`config.mk`:
```
export PLATFORM = sky130hd
export DESIGN_NAME = irq_pin_engine
export DESIGN_NICKNAME = d
export VERILOG_FILES = /design/src/rtl/irqe_pkg.sv /design/src/rtl/irqe_pin_slot.sv /design/src/rtl/irqe_prio_pick.sv /design/src/rtl/irqe_dlv_out.sv /design/src/rtl/irq_pin_engine.sv
export SDC_FILE = /design/constraint.sdc
export NUM_CORES = 1
export LEC_CHECK = 0
export ABC_AREA = 1
export BUFFER_PORTS_ARGS = -buffer_cell sky130_fd_sc_hd__buf_2
export CAP_MARGIN = 30
export CORE_ASPECT_RATIO = 0.9
export CORE_MARGIN = 2
export CORE_UTILIZATION = 62
export CTS_BUF_LIST = sky130_fd_sc_hd__clkbuf_16
export DETAILED_ROUTE_END_ITERATION = 16
export PLACE_DENSITY = 0.81
export SKIP_CTS_REPAIR_TIMING = 1
export SYNTH_ARGS = -nofsm -noshare
export SYNTH_HDL_FRONTEND = slang
export SYNTH_HIERARCHICAL = 1
export SYNTH_SLANG_ARGS = --single-unit
```
`constraint.sdc`:
```
create_clock -name clk -period 3 [get_ports clk]
set_input_delay 0.6 -clock clk [delete_from_list [all_inputs] [get_ports clk]]
set_output_delay 0.6 -clock clk [all_outputs]
set_load 0.005 [all_outputs]
```
`src/rtl/irqe_pkg.sv`:
```
package irqe_pkg;
  localparam int VEC_W   = 8;
  localparam int DEST_W  = 8;
  localparam int DMODE_W = 3;

  localparam logic TRIG_EDGE  = 1'b0;
  localparam logic TRIG_LEVEL = 1'b1;
  localparam logic DM_PHYS    = 1'b0;

  // Fields carried to the delivery channel
  typedef struct packed {
    logic [DEST_W-1:0]  dest;
    logic               trig;
    logic               dest_mode;
    logic [DMODE_W-1:0] dmode;
    logic [VEC_W-1:0]   vector;
  } msg_t;

  // Full per-pin redirection entry
  typedef struct packed {
    msg_t msg;
    logic pol;
    logic mask;
  } redir_t;
endpackage

```
`src/rtl/irqe_pin_slot.sv`:
```
module irqe_pin_slot
  import irqe_pkg::*;
(
  input  logic             clk,
  input  logic             rst_n,
  input  logic             cfg_we_i,
  input  redir_t           cfg_entry_i,
  input  logic             req_we_i,
  input  logic             req_raw_i,
  input  logic             eoi_valid_i,
  input  logic             eoi_level_i,
  input  logic [VEC_W-1:0] eoi_vector_i,
  input  logic             take_i,
  input  logic             acc_lvl_i,
  input  logic             inflight_i,
  output msg_t             msg_o,
  output logic             mask_o,
  output logic             pend_o,
  output logic             coal_o
);
  redir_t entry_q, entry_d;
  logic   irr_q, irr_d;
  logic   rirr_q, rirr_d;
  logic   pend_q, pend_d;
  logic   coal_q, coal_d;
  logic   eoi_hit;
  logic   eff_lvl;
  logic   svc_ok;

  assign eoi_hit = eoi_valid_i && eoi_level_i && (eoi_vector_i == entry_q.msg.vector);
  assign eff_lvl = req_raw_i ^ entry_q.pol;

  // Order inside a cycle: acceptance, EOI, pin event, entry write
  always_comb begin
    entry_d = entry_q;
    irr_d   = irr_q;
    rirr_d  = rirr_q;
    pend_d  = pend_q && !take_i;
    coal_d  = 1'b0;
    svc_ok  = 1'b0;
    if (acc_lvl_i) rirr_d = 1'b1;
    if (eoi_hit) begin
      rirr_d = 1'b0;
      if (!entry_q.mask && irr_q) pend_d = 1'b1;
    end
    if (req_we_i) begin
      if (!eff_lvl) begin
        irr_d = 1'b0;
      end else begin
        irr_d = 1'b1;
        if (entry_q.msg.trig == TRIG_LEVEL)
          svc_ok = !rirr_d && !pend_d && !inflight_i;
        else
          svc_ok = !irr_q && !pend_d;
        if (svc_ok) pend_d = 1'b1;
        else        coal_d = 1'b1;
      end
    end
    if (cfg_we_i) begin
      entry_d = cfg_entry_i;
      rirr_d  = 1'b0;
    end
  end

  always_ff @(posedge clk or negedge rst_n) begin
    if (!rst_n) begin
      entry_q      <= '0;
      entry_q.mask <= 1'b1;
      irr_q        <= 1'b0;
      rirr_q       <= 1'b0;
      pend_q       <= 1'b0;
      coal_q       <= 1'b0;
    end else begin
      if (cfg_we_i) entry_q <= entry_d;
      if (req_we_i) irr_q   <= irr_d;
      rirr_q <= rirr_d;
      pend_q <= pend_d;
      coal_q <= coal_d;
    end
  end

  assign msg_o  = entry_q.msg;
  assign mask_o = entry_q.mask;
  assign pend_o = pend_q;
  assign coal_o = coal_q;

  assert_irr_clear_R1: assert property (@(posedge clk) disable iff (!rst_n)
    (req_we_i && !eff_lvl) |=> !irr_q);
  assert_coal_cause_R4: assert property (@(posedge clk) disable iff (!rst_n)
    coal_q |-> $past(req_we_i));
  assert_rirr_set_R7: assert property (@(posedge clk) disable iff (!rst_n)
    (acc_lvl_i && !eoi_hit && !cfg_we_i) |=> rirr_q);
  assert_eoi_clear_R9: assert property (@(posedge clk) disable iff (!rst_n)
    (eoi_hit && !cfg_we_i) |=> !rirr_q);
  assert_write_clear_R11: assert property (@(posedge clk) disable iff (!rst_n)
    cfg_we_i |=> !rirr_q);
endmodule

```
`src/rtl/irqe_prio_pick.sv`:
```
module irqe_prio_pick #(
  parameter int NUM_PINS = 8,
  localparam int PIN_W   = $clog2(NUM_PINS)
) (
  input  logic                clk,
  input  logic                rst_n,
  input  logic                en_i,
  input  logic [NUM_PINS-1:0] pend_i,
  output logic [NUM_PINS-1:0] take_o,
  output logic [PIN_W-1:0]    idx_o,
  output logic                valid_o
);
  localparam logic [NUM_PINS-1:0] ONE = NUM_PINS'(1);

  always_comb begin
    valid_o = 1'b0;
    idx_o   = '0;
    for (int i = NUM_PINS - 1; i >= 0; i--) begin
      if (pend_i[i]) begin
        valid_o = 1'b1;
        idx_o   = PIN_W'(i);
      end
    end
  end

  always_comb begin
    for (int i = 0; i < NUM_PINS; i++)
      take_o[i] = en_i && valid_o && (idx_o == PIN_W'(i));
  end

  assert_one_take_R10: assert property (@(posedge clk) disable iff (!rst_n)
    $onehot0(take_o));
  assert_lowest_first_R10: assert property (@(posedge clk) disable iff (!rst_n)
    (|take_o) |-> (((take_o - ONE) & pend_i) == '0));
endmodule

```
`src/rtl/irqe_dlv_out.sv`:
```
module irqe_dlv_out
  import irqe_pkg::*;
#(
  parameter int PIN_W = 3
) (
  input  logic              clk,
  input  logic              rst_n,
  input  logic              launch_i,
  input  logic [PIN_W-1:0]  launch_pin_i,
  input  msg_t              msg_i,
  input  logic [DEST_W-1:0] boot_id_i,
  input  logic              ready_i,
  output logic              valid_o,
  output logic [PIN_W-1:0]  pin_o,
  output msg_t              msg_o
);
  logic             valid_q, valid_d;
  logic [PIN_W-1:0] pin_q;
  msg_t             msg_q, msg_d;

  always_comb begin
    valid_d = valid_q;
    if (valid_q && ready_i) valid_d = 1'b0;
    if (launch_i)           valid_d = 1'b1;
    msg_d = msg_i;
    if (launch_pin_i == '0) begin
      msg_d.dest      = boot_id_i;
      msg_d.dest_mode = DM_PHYS;
    end
  end

  always_ff @(posedge clk or negedge rst_n) begin
    if (!rst_n) begin
      valid_q <= 1'b0;
      pin_q   <= '0;
      msg_q   <= '0;
    end else begin
      valid_q <= valid_d;
      if (launch_i) begin
        pin_q <= launch_pin_i;
        msg_q <= msg_d;
      end
    end
  end

  assign valid_o = valid_q;
  assign pin_o   = pin_q;
  assign msg_o   = msg_q;

  assert_hold_stall_R7: assert property (@(posedge clk) disable iff (!rst_n)
    (valid_o && !ready_i) |=> (valid_o && $stable(pin_o) && $stable(msg_o)));
  assert_pin0_phys_R8: assert property (@(posedge clk) disable iff (!rst_n)
    (valid_o && pin_o == '0) |-> (msg_o.dest_mode == DM_PHYS));
  assert_pin0_boot_R8: assert property (@(posedge clk) disable iff (!rst_n)
    ($rose(valid_o) && pin_o == '0) |-> (msg_o.dest == $past(boot_id_i)));
endmodule

```
`src/rtl/irq_pin_engine.sv`:
```
module irq_pin_engine
  import irqe_pkg::*;
#(
  parameter int NUM_PINS = 8,
  localparam int PIN_W   = $clog2(NUM_PINS)
) (
  input  logic               clk,
  input  logic               rst_n,
  input  logic               cfg_we_i,
  input  logic [PIN_W-1:0]   cfg_pin_i,
  input  logic [VEC_W-1:0]   cfg_vector_i,
  input  logic [DMODE_W-1:0] cfg_dmode_i,
  input  logic               cfg_dest_mode_i,
  input  logic               cfg_pol_i,
  input  logic               cfg_trig_i,
  input  logic               cfg_mask_i,
  input  logic [DEST_W-1:0]  cfg_dest_i,
  input  logic [DEST_W-1:0]  boot_id_i,
  input  logic               req_valid_i,
  input  logic [PIN_W-1:0]   req_pin_i,
  input  logic               req_level_i,
  input  logic               eoi_valid_i,
  input  logic [VEC_W-1:0]   eoi_vector_i,
  input  logic               eoi_level_i,
  output logic               coal_o,
  output logic [PIN_W-1:0]   coal_pin_o,
  output logic               dlv_valid_o,
  input  logic               dlv_ready_i,
  output logic [PIN_W-1:0]   dlv_pin_o,
  output logic [DEST_W-1:0]  dlv_dest_o,
  output logic [VEC_W-1:0]   dlv_vector_o,
  output logic               dlv_dest_mode_o,
  output logic               dlv_trig_o,
  output logic [DMODE_W-1:0] dlv_dmode_o,
  output logic               dlv_level_o,
  output logic [1:0]         dlv_shorthand_o
);
  redir_t              cfg_entry;
  msg_t                msgs [NUM_PINS];
  logic [NUM_PINS-1:0] mask_vec;
  logic [NUM_PINS-1:0] pend_vec;
  logic [NUM_PINS-1:0] coal_vec;
  logic [NUM_PINS-1:0] take_vec;
  logic [PIN_W-1:0]    pick_idx;
  logic                pick_valid;
  logic                launch;
  logic                accept;
  msg_t                out_msg;

  assign cfg_entry.msg.dest      = cfg_dest_i;
  assign cfg_entry.msg.trig      = cfg_trig_i;
  assign cfg_entry.msg.dest_mode = cfg_dest_mode_i;
  assign cfg_entry.msg.dmode     = cfg_dmode_i;
  assign cfg_entry.msg.vector    = cfg_vector_i;
  assign cfg_entry.pol           = cfg_pol_i;
  assign cfg_entry.mask          = cfg_mask_i;

  assign accept = dlv_valid_o && dlv_ready_i;

  for (genvar i = 0; i < NUM_PINS; i++) begin : g_slot
    irqe_pin_slot u_slot (
      .clk          (clk),
      .rst_n        (rst_n),
      .cfg_we_i     (cfg_we_i && (cfg_pin_i == PIN_W'(i))),
      .cfg_entry_i  (cfg_entry),
      .req_we_i     (req_valid_i && (req_pin_i == PIN_W'(i))),
      .req_raw_i    (req_level_i),
      .eoi_valid_i  (eoi_valid_i),
      .eoi_level_i  (eoi_level_i),
      .eoi_vector_i (eoi_vector_i),
      .take_i       (take_vec[i]),
      .acc_lvl_i    (accept && (dlv_pin_o == PIN_W'(i)) && (dlv_trig_o == TRIG_LEVEL)),
      .inflight_i   (dlv_valid_o && (dlv_pin_o == PIN_W'(i))),
      .msg_o        (msgs[i]),
      .mask_o       (mask_vec[i]),
      .pend_o       (pend_vec[i]),
      .coal_o       (coal_vec[i])
    );
  end

  irqe_prio_pick #(.NUM_PINS(NUM_PINS)) u_pick (
    .clk     (clk),
    .rst_n   (rst_n),
    .en_i    (!dlv_valid_o),
    .pend_i  (pend_vec),
    .take_o  (take_vec),
    .idx_o   (pick_idx),
    .valid_o (pick_valid)
  );

  // A masked pick is consumed without a message
  assign launch = pick_valid && !dlv_valid_o && !mask_vec[pick_idx];

  irqe_dlv_out #(.PIN_W(PIN_W)) u_dlv (
    .clk          (clk),
    .rst_n        (rst_n),
    .launch_i     (launch),
    .launch_pin_i (pick_idx),
    .msg_i        (msgs[pick_idx]),
    .boot_id_i    (boot_id_i),
    .ready_i      (dlv_ready_i),
    .valid_o      (dlv_valid_o),
    .pin_o        (dlv_pin_o),
    .msg_o        (out_msg)
  );

  assign dlv_dest_o      = out_msg.dest;
  assign dlv_vector_o    = out_msg.vector;
  assign dlv_dest_mode_o = out_msg.dest_mode;
  assign dlv_trig_o      = out_msg.trig;
  assign dlv_dmode_o     = out_msg.dmode;
  assign dlv_level_o     = 1'b1;
  assign dlv_shorthand_o = 2'b00;

  always_comb begin
    coal_pin_o = '0;
    for (int i = 0; i < NUM_PINS; i++)
      if (coal_vec[i]) coal_pin_o = PIN_W'(i);
  end
  assign coal_o = |coal_vec;

  assert_coal_single_R4: assert property (@(posedge clk) disable iff (!rst_n)
    $onehot0(coal_vec));
  assert_masked_silent_R5: assert property (@(posedge clk) disable iff (!rst_n)
    (pick_valid && !dlv_valid_o && mask_vec[pick_idx]) |=> !dlv_valid_o);
endmodule

```
# After elaboration in Yosys (flattened, before gate mapping)
# Index checks and enable logic that the tools add are counted.
# classes
n_lt_le_gt_ge,2
eq_ne,36
n_mux,152
bitwise,9
n_reduce_logical,156
# op_table
op,count
2-to-1 mux 1 bit,133
logical AND 1 bit,100
equality test 8 bit,8
binary-select mux 21 bit (select 3 bit),1
logical NOT 1 bit,50
"equality test 3 bit, second input constant",16
2-to-1 mux 21 bit,2
2-to-1 mux 3 bit,12
"equality test 3 x 2 -> 1 bit, second input constant",8
"equality test 3 x 1 -> 1 bit, second input constant",4
logical NOT 3 bit,4
2-to-1 mux 8 bit,1
OR reduction 8 bit,1
bitwise XOR 1 bit,8
">= comparator 4 bit, second input constant",1
"less-than comparator 3 x 4 -> 1 bit, second input constant",1
2-to-1 mux 2 bit,2
inverter 3 -> 4 bit,1
binary-select mux 1 bit (select 3 bit),1
nonzero test 2 bit,1
# totals
regBits,241
output_inout_bits,32

# Logic depth before layout (Yosys ltp)
# Gate-level depths: netlist of the first run.
# logic_depth
depth_word,23
depth_mapped,23
depth_no_buf,19

# Cells and area by module
# Netlist of the first run, hierarchy kept.
# modules_own_cells
module,instances,cells_per_inst,area_each_um2,seq_area_each_um2
irqe_pin_slot,8,140,1352.5,676.9
irq_pin_engine,1,498,2082.0,0.0
irqe_dlv_out,1,139,1117.3,625.6
irqe_prio_pick,1,40,220.2,0.0

# Worst setup path after synthesis of the first run
# OpenSTA, ideal clock, no wires.
# synth_path
path_kind,reg2reg
from,register g_slot[6].u_slot.pend_q
to,"register u_dlv.msg_q, in the netlist u_dlv/msg_o[13]"
t_arrival_ps,2018
slack_ps,864
stages_incl_launch_ff,24
path_buffers,5
synth_period_minus_slack_ps,2136
cell_sequence,dfrtp_1 inv_1 nand2_1 nand2_1 nand2_1 nand2_1 nand2_2 nand2_2 nand2_2 inv_1 buf_6 buf_6 buf_6 nand2_1 nand3_1 nand2_1 nand2_1 nand2_1 nor2_1 buf_2 inv_4 buf_4 nand2_1 nand2_1
# synth_via
elab_cells_between_ends,25
classes_between,mux: 20; bitwise: 1; reduce/logical: 4
# synth_rtl
item,line,rtl
start: declaration,irqe_pin_slot.sv:24,"logic pend_q, pend_d;"
start signal: assignment,irqe_pin_slot.sv:77,pend_q <= pend_d;
2-to-1 mux 3 bit (7 in a row),irqe_prio_pick.sv:19,if (pend_i[i]) begin
via pick_idx[0],irq_pin_engine.sv:44,logic [PIN_W-1:0] pick_idx;
binary-select mux 1 bit (select 3 bit),irq_pin_engine.sv:92,assign launch = pick_valid && !dlv_valid_o && !mask_vec[pick_idx];
2-to-1 mux 1 bit (implied by the code),irq_pin_engine.sv:92,
logical NOT 1 bit,irq_pin_engine.sv:92,
logical AND 1 bit,irq_pin_engine.sv:92,
via launch,irq_pin_engine.sv:46,logic launch;
end signal: assignment,irqe_dlv_out.sv:41,msg_q <= msg_d;
end: declaration,irqe_dlv_out.sv:19,"msg_t msg_q, msg_d;"
# The timed path passes the listed nets, and every way through them passes these cells. The select of a mux whose other input is x is not followed.
# A chain may end at the register's enable or synchronous reset.

# Worst setup path in the final report of the first run
# layout_path
from,register g_slot[6].u_slot.pend_q
to,register u_dlv.pin_q[0] (netlist: u_dlv/pin_o[0])
# layout_via
elab_chain_cells,11
elab_cells_between_ends,19
classes_between,mux: 16; reduce/logical: 3
# layout_lines
item,line,rtl
2-to-1 mux 3 bit (7 in a row),irqe_prio_pick.sv:19,
via pick_idx[0],irq_pin_engine.sv:44,
binary-select mux 1 bit (select 3 bit),irq_pin_engine.sv:92,
2-to-1 mux 1 bit (implied by the code),irq_pin_engine.sv:92,
logical NOT 1 bit,irq_pin_engine.sv:92,
logical AND 1 bit,irq_pin_engine.sv:92,
via launch,irq_pin_engine.sv:46,
end signal: assignment,irqe_dlv_out.sv:40,pin_q <= launch_pin_i;
end: declaration,irqe_dlv_out.sv:18,logic [PIN_W-1:0] pin_q;
# The timed path passes the listed nets, and every way through them passes these cells. The select of a mux whose other input is x is not followed.

==> Implementation_results.wiki, run 1 <==
{| class="wikitable"
! Metric !! Value
|-
| Status || finished with violations
|-
| Failing checks || hold timing
|-
| Post-CTS clock slew at the launch and capture registers of the worst setup and hold paths || 0.06 ns
|-
| Most instantiated flip-flop cell in the synthesis netlist || dfrtp_1
|-
| Headroom to the max-slew limit || 0.331
|-
| Initial Utilization || 0.633
|-
| Vertical extent of the die || ~150 um
|-
| Std-Cell Core Area || around 23000 um2
|-
| Number of ports placed on the die boundary || 85
|-
| Max Clock Freq || 0.416 GHz
|-
| Total setup violations reported at the end of the flow || 0
|-
| Final worst path period share || 0.801
|-
| Critical-path cell list || inv_1 -> nand2_1 -> nand2_1 -> nand2_1 -> nand2_1 -> nand2_2 -> nand2_2 -> nand2_2 -> inv_2 -> buf_12 -> nand2_1 -> nand3_1 -> nand2_1 -> nand2_1 -> nand2_1 -> nor2_2 -> inv_4 -> nand2_1 -> o21ai_0
|-
| Proportion of layout cells with a drive suffix above 1 || 0.199
|-
| CP most frequent cell || nand2_1
|-
| Congestion Overflow GR || 0
|-
| Avg Synthesized Cell Area || ~8 um2
|-
| Number of levels the H-tree was split into || 1
|-
| Worst setup EP type || flop
|-
| IO buf count || 81
|-
| Number of clock sinks || 241
|-
| Layout Area Growth over Synthesis || 1.80%
|-
| Required time of the critical path || around 3.4 ns
|-
| Max Fanout on Critical Path || 89
|-
| CTS tree || built
|-
| Library cell occupying the most area in the post-synthesis netlist || dfrtp_1
|-
| Depth of the worst register-to-register path || 19
|-
| Critical path start-end classification || flop to flop
|-
| Number of cell rows || 52
|-
| Number of enable flip-flop cells after synthesis || 0
|-
| Cts bufs inserted || 26
|-
| First-pass GRT wire length || 55.3 mm
|-
| Total die area || roughly 24000 um2
|-
| Sequential-to-total area share from yosys stat || 0.424
|-
| DRC violations left || 0
|-
| Gate count of the mapped netlist || 1797
|-
| Class of the most critical hold timing path || primary input to async pin
|-
| Gr usage total || 0.290
|-
| Data arrival time of the critical path || 2.83 ns
|-
| Cell area after technology mapping || 14200 um2
|-
| Max-capacitance violation count || 0
|-
| Number of hold violations in the final report || 51
|-
| First-pass DRT Iterations || 8
|-
| Slowest stage cell, crit path || dfrtp_1
|-
| Detailed router's first-iteration violation count || 1131
|-
| Top-count cell post-synth || nand2_1
|-
| Sort of element at the start of the critical path || flop
|-
| Number of warnings printed during yosys synthesis || 6
|-
| Async set-reset flop share out of synthesis || 1.00
|-
| Global placer's final weighted congestion || 0.939
|-
| Transition at the pin with the smallest max-transition slack || 1.00 ns
|-
| Via count || 11000
|-
| Area share of the largest cell type after synthesis || 0.409
|-
| Initial antenna violation count || 1
|-
| Fill cell instance count of the final layout || 1835
|-
| Count of final max-slew check failures || 0
|-
| Hold WS || -0.0275 ns
|-
| Peak per-stage delay on the critical path || 0.37 ns
|-
| Average detailed-routed wire length per instance || 17.1 um
|-
| Total chip power || 14.7 mW
|-
| Routed vias/inst || 5.46
|-
| Post-DRT Antenna Nets || 0
|-
| Ranking of synthesized cells by instance count || nand2_1 (424), nor2_1 (290), dfrtp_1 (233)
|-
| Total Nets Final || between 1500 and 2000
|-
| Total detailed-routing wirelength || roughly 34 mm
|-
| Setup repair after global routing missed its margin || false
|-
| Synth Register Bits || 241
|-
| Netlist cell types || 35
|-
| CTS root buf || clkbuf_16
|-
| Die X-Extent || 164 um
|-
| Cells taking the most area after synthesis || dfrtp_1 (41%), nand2_1 (11%), mux2_2 (11%), buf_4 (9.2%), nor2_1 (7.6%)
|-
| Vias in the first global route || 10800
|-
| Final design utilization || 0.644
|-
| Cell area power density || 1020 nW/um2
|-
| Detail Placement HPWL || around 22 mm
|-
| Worst skew pair latency || around 0.56 ns
|-
| Sum of negative setup slack || 0 ns
|-
| Clock skew || between 0.01 and 0.015 ns
|-
| Maximum number of pins on one net before global-route repair || 90
|-
| Max Root-Sink Buffers || 3
|-
| Minimum clock period || 2.40 ns
|-
| Max rail drop VDD || 0.00104 V
|-
| Leakage power figure || 7.36 nW
|}
==> registers in the layout, indices dropped and copies added (netlist names) <==
| register | cells |
|---|---|
| g_slot.u_slot/pend_o | 8 |
| u_dlv/pin_o | 3 |
| u_dlv/valid_o | 1 |
| g_slot.u_slot/coal_o | 8 |
| g_slot.u_slot/msg_o | 168 |
| g_slot.u_slot/rirr_q | 8 |
| g_slot.u_slot/mask_o | 8 |
| g_slot.u_slot/entry_q | 8 |
| u_dlv/msg_o | 21 |
| g_slot.u_slot/irr_q | 8 |
==> layer usage <==
metal | track usage | wire length (um) | vias to the layer above
li1 | - | - | 5206
met1 | 0.399 | 14900 | 5271
met2 | 0.460 | 15700 | 429
met3 | 0.0441 | 2470 | 90
met4 | 0.123 | 1400 | 0
met5 | 0 | 0 | -
==> worst paths after layout <==
path / from / endpoint / slack [ns]
max in group asynchronous: rst_n / g_slot[7].u_slot/mask_o$_DFFE_PN1P_ / 2.16
setup / recovery: g_slot[6].u_slot/pend_o$_DFF_PN0_ / u_dlv/pin_o[0]$_DFFE_PN0P_ / 0.60
hold / removal: rst_n / g_slot[0].u_slot/msg_o[4]$_DFFE_PN0P_ / -0.03
min in group clk: dlv_ready_i / u_dlv/valid_o$_DFFE_PN0P_ / 0.29
setup reg to reg: g_slot[6].u_slot/pend_o$_DFF_PN0_ / u_dlv/pin_o[0]$_DFFE_PN0P_ / 0.60
hold reg to reg: u_dlv/msg_o[5]$_DFFE_PN0P_ / u_dlv/msg_o[5]$_DFFE_PN0P_ / 0.48
==> cell type report <==
cell class,count,area (um2),area share
Sequential cell,241,6040,0.417
Antenna cell,1,2.50,0.000173
Multi-Input combinational cell,1138,5900,0.407
Timing Repair Buffer,102,623,0.0430
Clock buffer,26,651,0.0449
Tap cell,297,372,0.0256
Inverter,187,712,0.0491
Clock inverter,22,193,0.0133
==> report_power, final <==
group	switching [mW]	internal (mW)	total, mW
combinational	4.46	2.38	6.85
sequential	0.619	4.11	4.73
clock	1.39	1.77	3.16
total	6.47	8.26	14.7
==> critical path: cells and delay by family (launching register included) <==
| family | cells | cell delay, ns |
|---|---|---|
| and+or+nand+nor | 14 | 1.09 |
| buffers and inverters | 4 | 0.72 |
| DFF | 1 | 0.37 |
| AOI/OAI and AO/OA | 1 | 0.09 |
==> placed cells by master, fill, tap and decap left out, types with 17 or more instances in the layout <==
master	synthesis	layout
nand2_1	424	424
nor2_1	290	281
dfrtp_1	233	233
inv_1	177	180
mux2_2	136	136
o21ai_0	100	100
buf_2	35	80
nand3_1	57	57
o21ai_1	43	43
clkbuf_16	0	26
a21oi_1	18	18
nor2_2	8	17
buf_4	175	17
==> kinds of logic after synthesis <==
kind of cell              count (synthesis)  synth area share
AOI/OAI and AO/OA                       172            0.0648
xor gates and xnor gates                 24            0.0148
buffers and inverters                   419             0.163
DFF                                     241             0.424
muxes                                   136             0.108
other                                     2          0.000527
and+or+nand+nor                         803             0.225
==> per-stage QoR <==
stage | area [um2] | cells | setup WS (ns) | hold WS [ns]
floorplan | 14200 | 1798 | 0.864 | 0.304
global placement | 13700 | 1965 | 0.703 | 0.466
detailed placement | 13700 | 1965 | 0.642 | 0.458
CTS | 14500 | 2013 | 0.622 | -0.0197
global route | 14500 | 2014 | 0.377 | 0.00295
finish | 14500 | 2014 | 0.598 | -0.0275
(Power assumes the default switching activity.)
==> run 2, diff against run 1 <==
==> constraint.sdc (replaced) <==
create_clock -name clk -period 2.46 [get_ports clk]
set_input_delay 0.492 -clock clk [delete_from_list [all_inputs] [get_ports clk]]
set_output_delay 0.492 -clock clk [all_outputs]
set_load 0.005 [all_outputs]
==> run 2 against run 1 <==
Against the previous run: die area unchanged; cell area increased by 1.4%; clock skew decreased by 0.0036 ns; critical endpoint is now u_dlv/valid_o$_DFFE_PN0P_; largest power group unchanged; critical path type unchanged; register-to-register slack got worse by 0.38 ns; the run now ends clean; first-iteration DRC count decreased by 16%.
==> Implementation_results.wiki, run 2 (synthesized netlist as in run 1, its figures left out) <==
{| class="wikitable"
! Metric !! Value
|-
| Status || complete, no violations
|-
| Detail Placement HPWL || around 23 mm
|-
| Total chip power || 18.5 mW
|-
| Minimum clock period || 2.24 ns
|-
| Inserted Diodes || 0
|-
| Total die area || 24200 um2
|-
| Proportion of layout cells with a drive suffix above 1 || 0.206
|-
| Fill cell instance count of the final layout || around 1800
|-
| Post-DP Area || 13800 um2
|-
| Reg power frac || 0.312
|-
| Sort of element at the start of the critical path || flop
|-
| Total detailed-routing wirelength || 35.7 mm
|-
| Storage cell area || between 6000 and 7000 um2
|-
| Post-DRT Antenna Nets || 0
|-
| Vertical extent of the die || about 150 um
|-
| Initial Utilization || 0.633
|-
| End of the worst register-to-register path || u_dlv/valid_o$_DFFE_PN0P_
|-
| Average detailed-routed wire length per instance || 17.6 um
|-
| Via count || 11200
|-
| Share of power burned in the clock network || 0.218
|-
| Area of all placed cells without fillers || 14700 um2
|-
| Detailed router's first-iteration violation count || 955
|-
| Max reg flops || 168
|-
| Max Clock Freq || 0.447 GHz
|-
| IO buf count || 81
|-
| CTS tree || built
|-
| Number of clock sinks || 241
|-
| Depth of the worst register-to-register path || 16
|-
| Number of cell rows || 52
|-
| Class of the most critical hold timing path || primary input to flop
|-
| Net switching fraction of the power || 0.434
|-
| Maximum number of pins on one net before global-route repair || between 60 and 70
|-
| Transition at the pin with the smallest max-transition slack || 0.534 ns
|-
| Routed vias/inst || between 5 and 6
|-
| Number of ports placed on the die boundary || 85
|-
| Most common library cell in the layout ignoring fill and taps || nand2_1
|-
| Total Nets Final || 1760
|-
| Final worst path period share || 0.909
|-
| Number of hold violations in the final report || 0
|-
| CTS root buf || clkbuf_16
|-
| Logic gate share of total power || 0.470
|-
| Worst setup EP type || flop
|-
| Cell area power density || 1260 nW/um2
|-
| Register-to-register path setup slack || between 0.2 and 0.25 ns
|-
| Critical path start-end classification || flop to flop
|-
| Number of cells on the worst hold path || 2
|-
| DRC violations left || 0
|-
| Area of the multi-input gates || 5910 um2
|-
| Post-CTS clock slew at the launch and capture registers of the worst setup and hold paths || 0.06 ns
|-
| Commonest non-fill, non-tap cells in the layout || nand2_1 (424), nor2_1 (281), dfrtp_1 (233)
|-
| Layout Area Growth over Synthesis || 3.24%
|-
| Initial antenna violation count || 1
|-
| Switching pwr || 8.03 mW
|-
| Cts bufs inserted || 25
|-
| Global placer's final weighted congestion || between 0.9 and 1
|-
| Reg-to-reg critical path startpoint || g_slot[6].u_slot/pend_o$_DFF_PN0_
|-
| Max-capacitance violation count || 0
|-
| Destination of the worst hold path || u_dlv/valid_o$_DFFE_PN0P_
|-
| Clock skew || 0.00960 ns
|-
| Worst skew pair latency || 0.53 ns
|-
| Number of levels the H-tree was split into || 1
|-
| Required time of the critical path || 2.85 ns
|-
| Gr usage total || 0.300
|-
| Congestion Overflow GR || 0
|-
| Headroom to the max-slew limit || 0.644
|-
| Max rail drop VDD || 0.000745 V
|-
| Max Root-Sink Buffers || 3
|-
| Leakage power figure || ~7.5 nW
|-
| Die X-Extent || 164 um
|-
| Launch instance of the worst min-delay path || dlv_ready_i
|-
| Data arrival time of the critical path || 2.62 ns
|-
| Pint || 10.5 mW
|-
| First-pass GRT wire length || 57.1 mm
|-
| Count of final max-slew check failures || 0
|-
| Total setup violations reported at the end of the flow || 0
|-
| Std-Cell Core Area || 22500 um2
|-
| Setup repair after global routing missed its margin || true
|-
| Vias in the first global route || 11100
|-
| Max Fanout on Critical Path || 26
|-
| First-pass DRT Iterations || 6
|}
[run 2: worst max path at each step]
stage                                      start  cells after the start  slack (ns)                           to
6_report       g_slot[6].u_slot/pend_o$_DFF_PN0_                     16        0.22    u_dlv/valid_o$_DFFE_PN0P_
2_1_floorplan  g_slot[6].u_slot/pend_o$_DFF_PN0_                     23        0.32  u_dlv/msg_o[13]$_DFFE_PN0P_
5_1_grt        g_slot[6].u_slot/pend_o$_DFF_PN0_                     16       -0.02    u_dlv/valid_o$_DFFE_PN0P_
3_3_place_gp   g_slot[6].u_slot/pend_o$_DFF_PN0_                     18        0.29   u_dlv/pin_o[0]$_DFFE_PN0P_
4_1_cts        g_slot[6].u_slot/pend_o$_DFF_PN0_                     18        0.19   u_dlv/pin_o[1]$_DFFE_PN0P_
3_5_place_dp   g_slot[6].u_slot/pend_o$_DFF_PN0_                     18        0.24   u_dlv/pin_o[1]$_DFFE_PN0P_
[run 2: layout make-up]
class                      instances  area share
timing repair buffer             114      0.0546
sequential                       241       0.411
inverter                         187      0.0484
clock buffer                      25      0.0426
multi-input combinational       1138       0.402
tap                              297      0.0253
clock inverter                    21      0.0164
[run 2: power groups by stage]
stage	clock, mW	sequential, mW	combinational, mW
2_1_floorplan	0	5.59	6.97
3_3_place_gp	0	5.77	8.07
3_5_place_dp	0	5.81	8.41
4_1_cts	4.06	5.76	8.51
5_1_grt	4.22	5.88	9.64
6_report	4.03	5.78	8.69
[run 2: worst max-delay path, cell delays in order (launching register included)]
cell,delay (ns)
dfrtp_1,0.37
inv_1,0.07
nand2_1,0.05
nand2_1,0.05
nand2_1,0.05
nand2_1,0.07
nand2_2,0.09
nand2_2,0.08
nand2_2,0.05
inv_2,0.15
inv_4,0.07
nand2_1,0.06
nand3_1,0.06
a21oi_1,0.27
nor2_4,0.13
inv_4,0.32
o21ai_0,0.15
[run 2: metal layers]
| layer | wire (um) | global-route usage |
|---|---|---|
| met2 | 16400 | 0.476 |
| met3 | 3100 | 0.0474 |
| met5 | 0 | 0 |
| met1 | 14800 | 0.415 |
| met4 | 1320 | 0.121 |
[run 2: metrics by stage]
step	instances	util	TNS [ns]	setup slack (ns)	hold slack (ns)
final	2023	0.653	0	0.223	0.200
after CTS	2022	0.652	0	0.188	-0.0756
after floorplan	1798	-	0	0.324	0.196
after global placement	1975	0.612	0	0.295	0.453
after detailed placement	1976	0.614	0	0.235	0.456
after global routing	2023	0.653	-0.0261	-0.0150	0.217
==> run 3, diff against run 2 <==
--- a/config.mk
+++ b/config.mk
@@ -8,11 +8,12 @@
 export ABC_AREA = 1
 export BUFFER_PORTS_ARGS = -buffer_cell sky130_fd_sc_hd__buf_2
 export CAP_MARGIN = 30
-export CORE_ASPECT_RATIO = 0.9
+export CORE_ASPECT_RATIO = 0.7
 export CORE_MARGIN = 2
 export CORE_UTILIZATION = 62
 export CTS_BUF_LIST = sky130_fd_sc_hd__clkbuf_16
 export DETAILED_ROUTE_END_ITERATION = 16
+export HOLD_SLACK_MARGIN = 0.02
 export PLACE_DENSITY = 0.81
 export SKIP_CTS_REPAIR_TIMING = 1
 export SYNTH_ARGS = -nofsm -noshare
==> run 3 against run 2 <==
Against the previous run: fmax shrank 1.9%; total power shrank 4.2%; worst setup slack lost 0.044 ns; clock skew grew 0.0088 ns; critical path depth grew 2; via count shrank 1.6%; sequential share of layout area grew 0.39 points; critical path type unchanged.
==> Implementation_results.wiki, run 3 (synthesized netlist as in run 1, its figures left out) <==
{| class="wikitable"
! Metric !! Value
|-
| Critical-path cell list || inv_1 -> nand2_1 -> nand2_1 -> nand2_1 -> nand2_2 -> nand2_2 -> nand2_2 -> inv_2 -> inv_4 -> buf_4 -> o21ai_0 -> nand2_1 -> nand2_1 -> nand2_1 -> inv_1 -> nand2_1 -> nand3_1 -> nand2_1
|-
| Congestion Overflow GR || 0
|-
| First-pass DRT Iterations || 5
|-
| DRC violations left || 0
|-
| Sum of negative setup slack || 0 ns
|-
| Max reg flops || 168
|-
| Storage cell area || roughly 6000 um2
|-
| Share of power burned in the clock network || 0.192
|-
| First-pass GRT wire length || about 56 mm
|-
| Cell area power density || approximately 1200 nW/um2
|-
| Total Nets Final || 1757
|-
| Minimum clock period || 2.28 ns
|-
| Average detailed-routed wire length per instance || 17.2 um
|-
| Hold WS || roughly 0.19 ns
|-
| Total detailed-routing wirelength || approximately 35 mm
|-
| Sort of element at the start of the critical path || flop
|-
| Max rail drop VDD || 0.000917 V
|-
| Finished Layout Cells || 2031
|-
| Post-layout worst setup margin || around 0.18 ns
|-
| Max-capacitance violation count || 0
|-
| Routed vias/inst || 5.44
|-
| Clock skew || about 0.018 ns
|-
| Most common library cell in the layout ignoring fill and taps || nand2_1
|-
| Data arrival time of the critical path || 2.74 ns
|-
| Layout Area Growth over Synthesis || 2.28%
|-
| Commonest non-fill, non-tap cells in the layout || nand2_1 (424), nor2_1 (281), dfrtp_1 (233)
|-
| Switching pwr || ~8 mW
|-
| Logic gate share of total power || 0.482
|-
| Buffers and inverters on the worst path || 5
|-
| Post-DRT Antenna Nets || 0
|-
| Detailed router's first-iteration violation count || 999
|-
| Inserted Diodes || 0
|-
| Post-CTS clock slew at the launch and capture registers of the worst setup and hold paths || 0.06 ns
|-
| Pint || 9.88 mW
|-
| Die X-Extent || between 150 and 200 um
|-
| Fill cell instance count of the final layout || 1888
|-
| Final worst path period share || 0.927
|-
| CP most frequent cell || nand2_1
|-
| CTS tree || built
|-
| Gr usage total || 0.297
|-
| Count of final max-slew check failures || 0
|-
| Total die area || 24200 um2
|-
| Total setup violations reported at the end of the flow || 0
|-
| Std-Cell Core Area || 22600 um2
|-
| Cell type group with the largest total delay on the critical path || buffers and inverters
|-
| Number of clock sinks || 241
|-
| Number of hold violations in the final report || 0
|-
| Area of the multi-input gates || 5940 um2
|-
| Status || complete, no violations
|-
| Detail Placement HPWL || 23.1 mm
|-
| Leakage power figure || 7.40 nW
|-
| Required time of the critical path || roughly 2.9 ns
|-
| Worst setup EP type || flop
|-
| Peak per-stage delay on the critical path || 0.41 ns
|-
| Headroom to the max-slew limit || 0.302
|-
| Vertical extent of the die || between 100 and 150 um
|-
| Max Clock Freq || roughly 0.44 GHz
|-
| Transition at the pin with the smallest max-transition slack || 1.05 ns
|-
| IO buf count || between 80 and 90
|-
| Initial antenna violation count || 0
|-
| Number of ports placed on the die boundary || 85
|-
| Proportion of layout cells with a drive suffix above 1 || 0.198
|-
| Pre-CTS WS || 0.248 ns
|-
| Worst skew pair latency || 0.54 ns
|-
| Reg power frac || 0.326
|-
| Max Root-Sink Buffers || 3
|-
| Number of levels the H-tree was split into || 1
|-
| Net switching fraction of the power || 0.442
|-
| Max Fanout on Critical Path || 34
|-
| Initial Utilization || 0.630
|-
| Cts bufs inserted || 24
|-
| Total chip power || 17.7 mW
|-
| Class of the most critical hold timing path || primary input to flop
|-
| Maximum number of pins on one net before global-route repair || 67
|-
| Setup repair after global routing missed its margin || false
|-
| Via count || 11100
|-
| Slowest stage cell, crit path || dfrtp_1
|-
| Critical path start-end classification || flop to flop
|-
| Vias in the first global route || roughly 11000
|-
| Global placer's final weighted congestion || 0.937
|-
| Instance count after placement with tap cells included || 1989
|-
| CTS root buf || clkbuf_16
|-
| Number of cell rows || 46
|}
==> run 3: cell types whose count changed in the layout (fill, tap and decap cells not counted), sizes merged <==
| cell | previous run | this run |
|---|---|---|
| clkbuf | 25 | 24 |
| clkinv | 9 | 8 |
| bufinv | 5 | 1 |
| clkinvlp | 2 | 0 |
| inv | 192 | 195 |
| buf | 113 | 111 |
==> run 3: final cells by class <==
cell class	count	share of cell area
Timing Repair Buffer	112	0.0533
Sequential cell	241	0.415
Clock inverter	17	0.00730
Clock buffer	24	0.0412
Tap cell	312	0.0268
Inverter	187	0.0489
Multi-Input combinational cell	1138	0.408
==> run 3: metal layers <==
metal  wire length (um)  up-vias  GRT usage
met5                  0        -          0
met1              15500     5274      0.432
met3               3200       69     0.0532
met4                773        0     0.0784
li1                   -     5223          -
met2              15500      491      0.466
==> run 3: power by group through the flow <==
| stage | clock network, mW | registers [mW] | logic (mW) |
|---|---|---|---|
| 2_1_floorplan | 0 | 5.59 | 6.97 |
| 3_3_place_gp | 0 | 5.77 | 8.09 |
| 3_5_place_dp | 0 | 5.80 | 8.36 |
| 4_1_cts | 3.44 | 5.75 | 8.41 |
| 5_1_grt | 3.59 | 5.88 | 9.53 |
| 6_report | 3.41 | 5.77 | 8.54 |
==> run 3: worst paths after layout <==
check	end	slack, ns	cells past startpoint	start
worst max-delay path	u_dlv/msg_o[17]$_DFFE_PN0P_	0.18	18	g_slot[5].u_slot/pend_o$_DFF_PN0_
max in group asynchronous	g_slot[6].u_slot/msg_o[1]$_DFFE_PN0P_	1.13	3	rst_n
worst min register to register	u_dlv/msg_o[15]$_DFFE_PN0P_	0.49	2	u_dlv/msg_o[15]$_DFFE_PN0P_
worst max register to register	u_dlv/msg_o[17]$_DFFE_PN0P_	0.18	18	g_slot[5].u_slot/pend_o$_DFF_PN0_
min in group asynchronous	g_slot[1].u_slot/msg_o[18]$_DFFE_PN0P_	0.52	2	rst_n
worst min-delay path	u_dlv/valid_o$_DFFE_PN0P_	0.19	2	dlv_ready_i
==> run 3: through the flow <==
stage / cell area [um2] / utilization
after global placement: 13800 / 0.612
after CTS: 14600 / 0.643
after global routing: 14600 / 0.644
final: 14600 / 0.644
after detailed placement: 13800 / 0.612
after floorplan: 14200 / -
==> run 3: worst reg2reg max path, delay by kind of cell, from the launching register on <==
kind / cells / cell delay (ns)
AND/OR/NAND/NOR: 12 / 0.81
buffers and inverters: 5 / 0.83
AO/OA/AOI/OAI: 1 / 0.18
flip-flops: 1 / 0.41
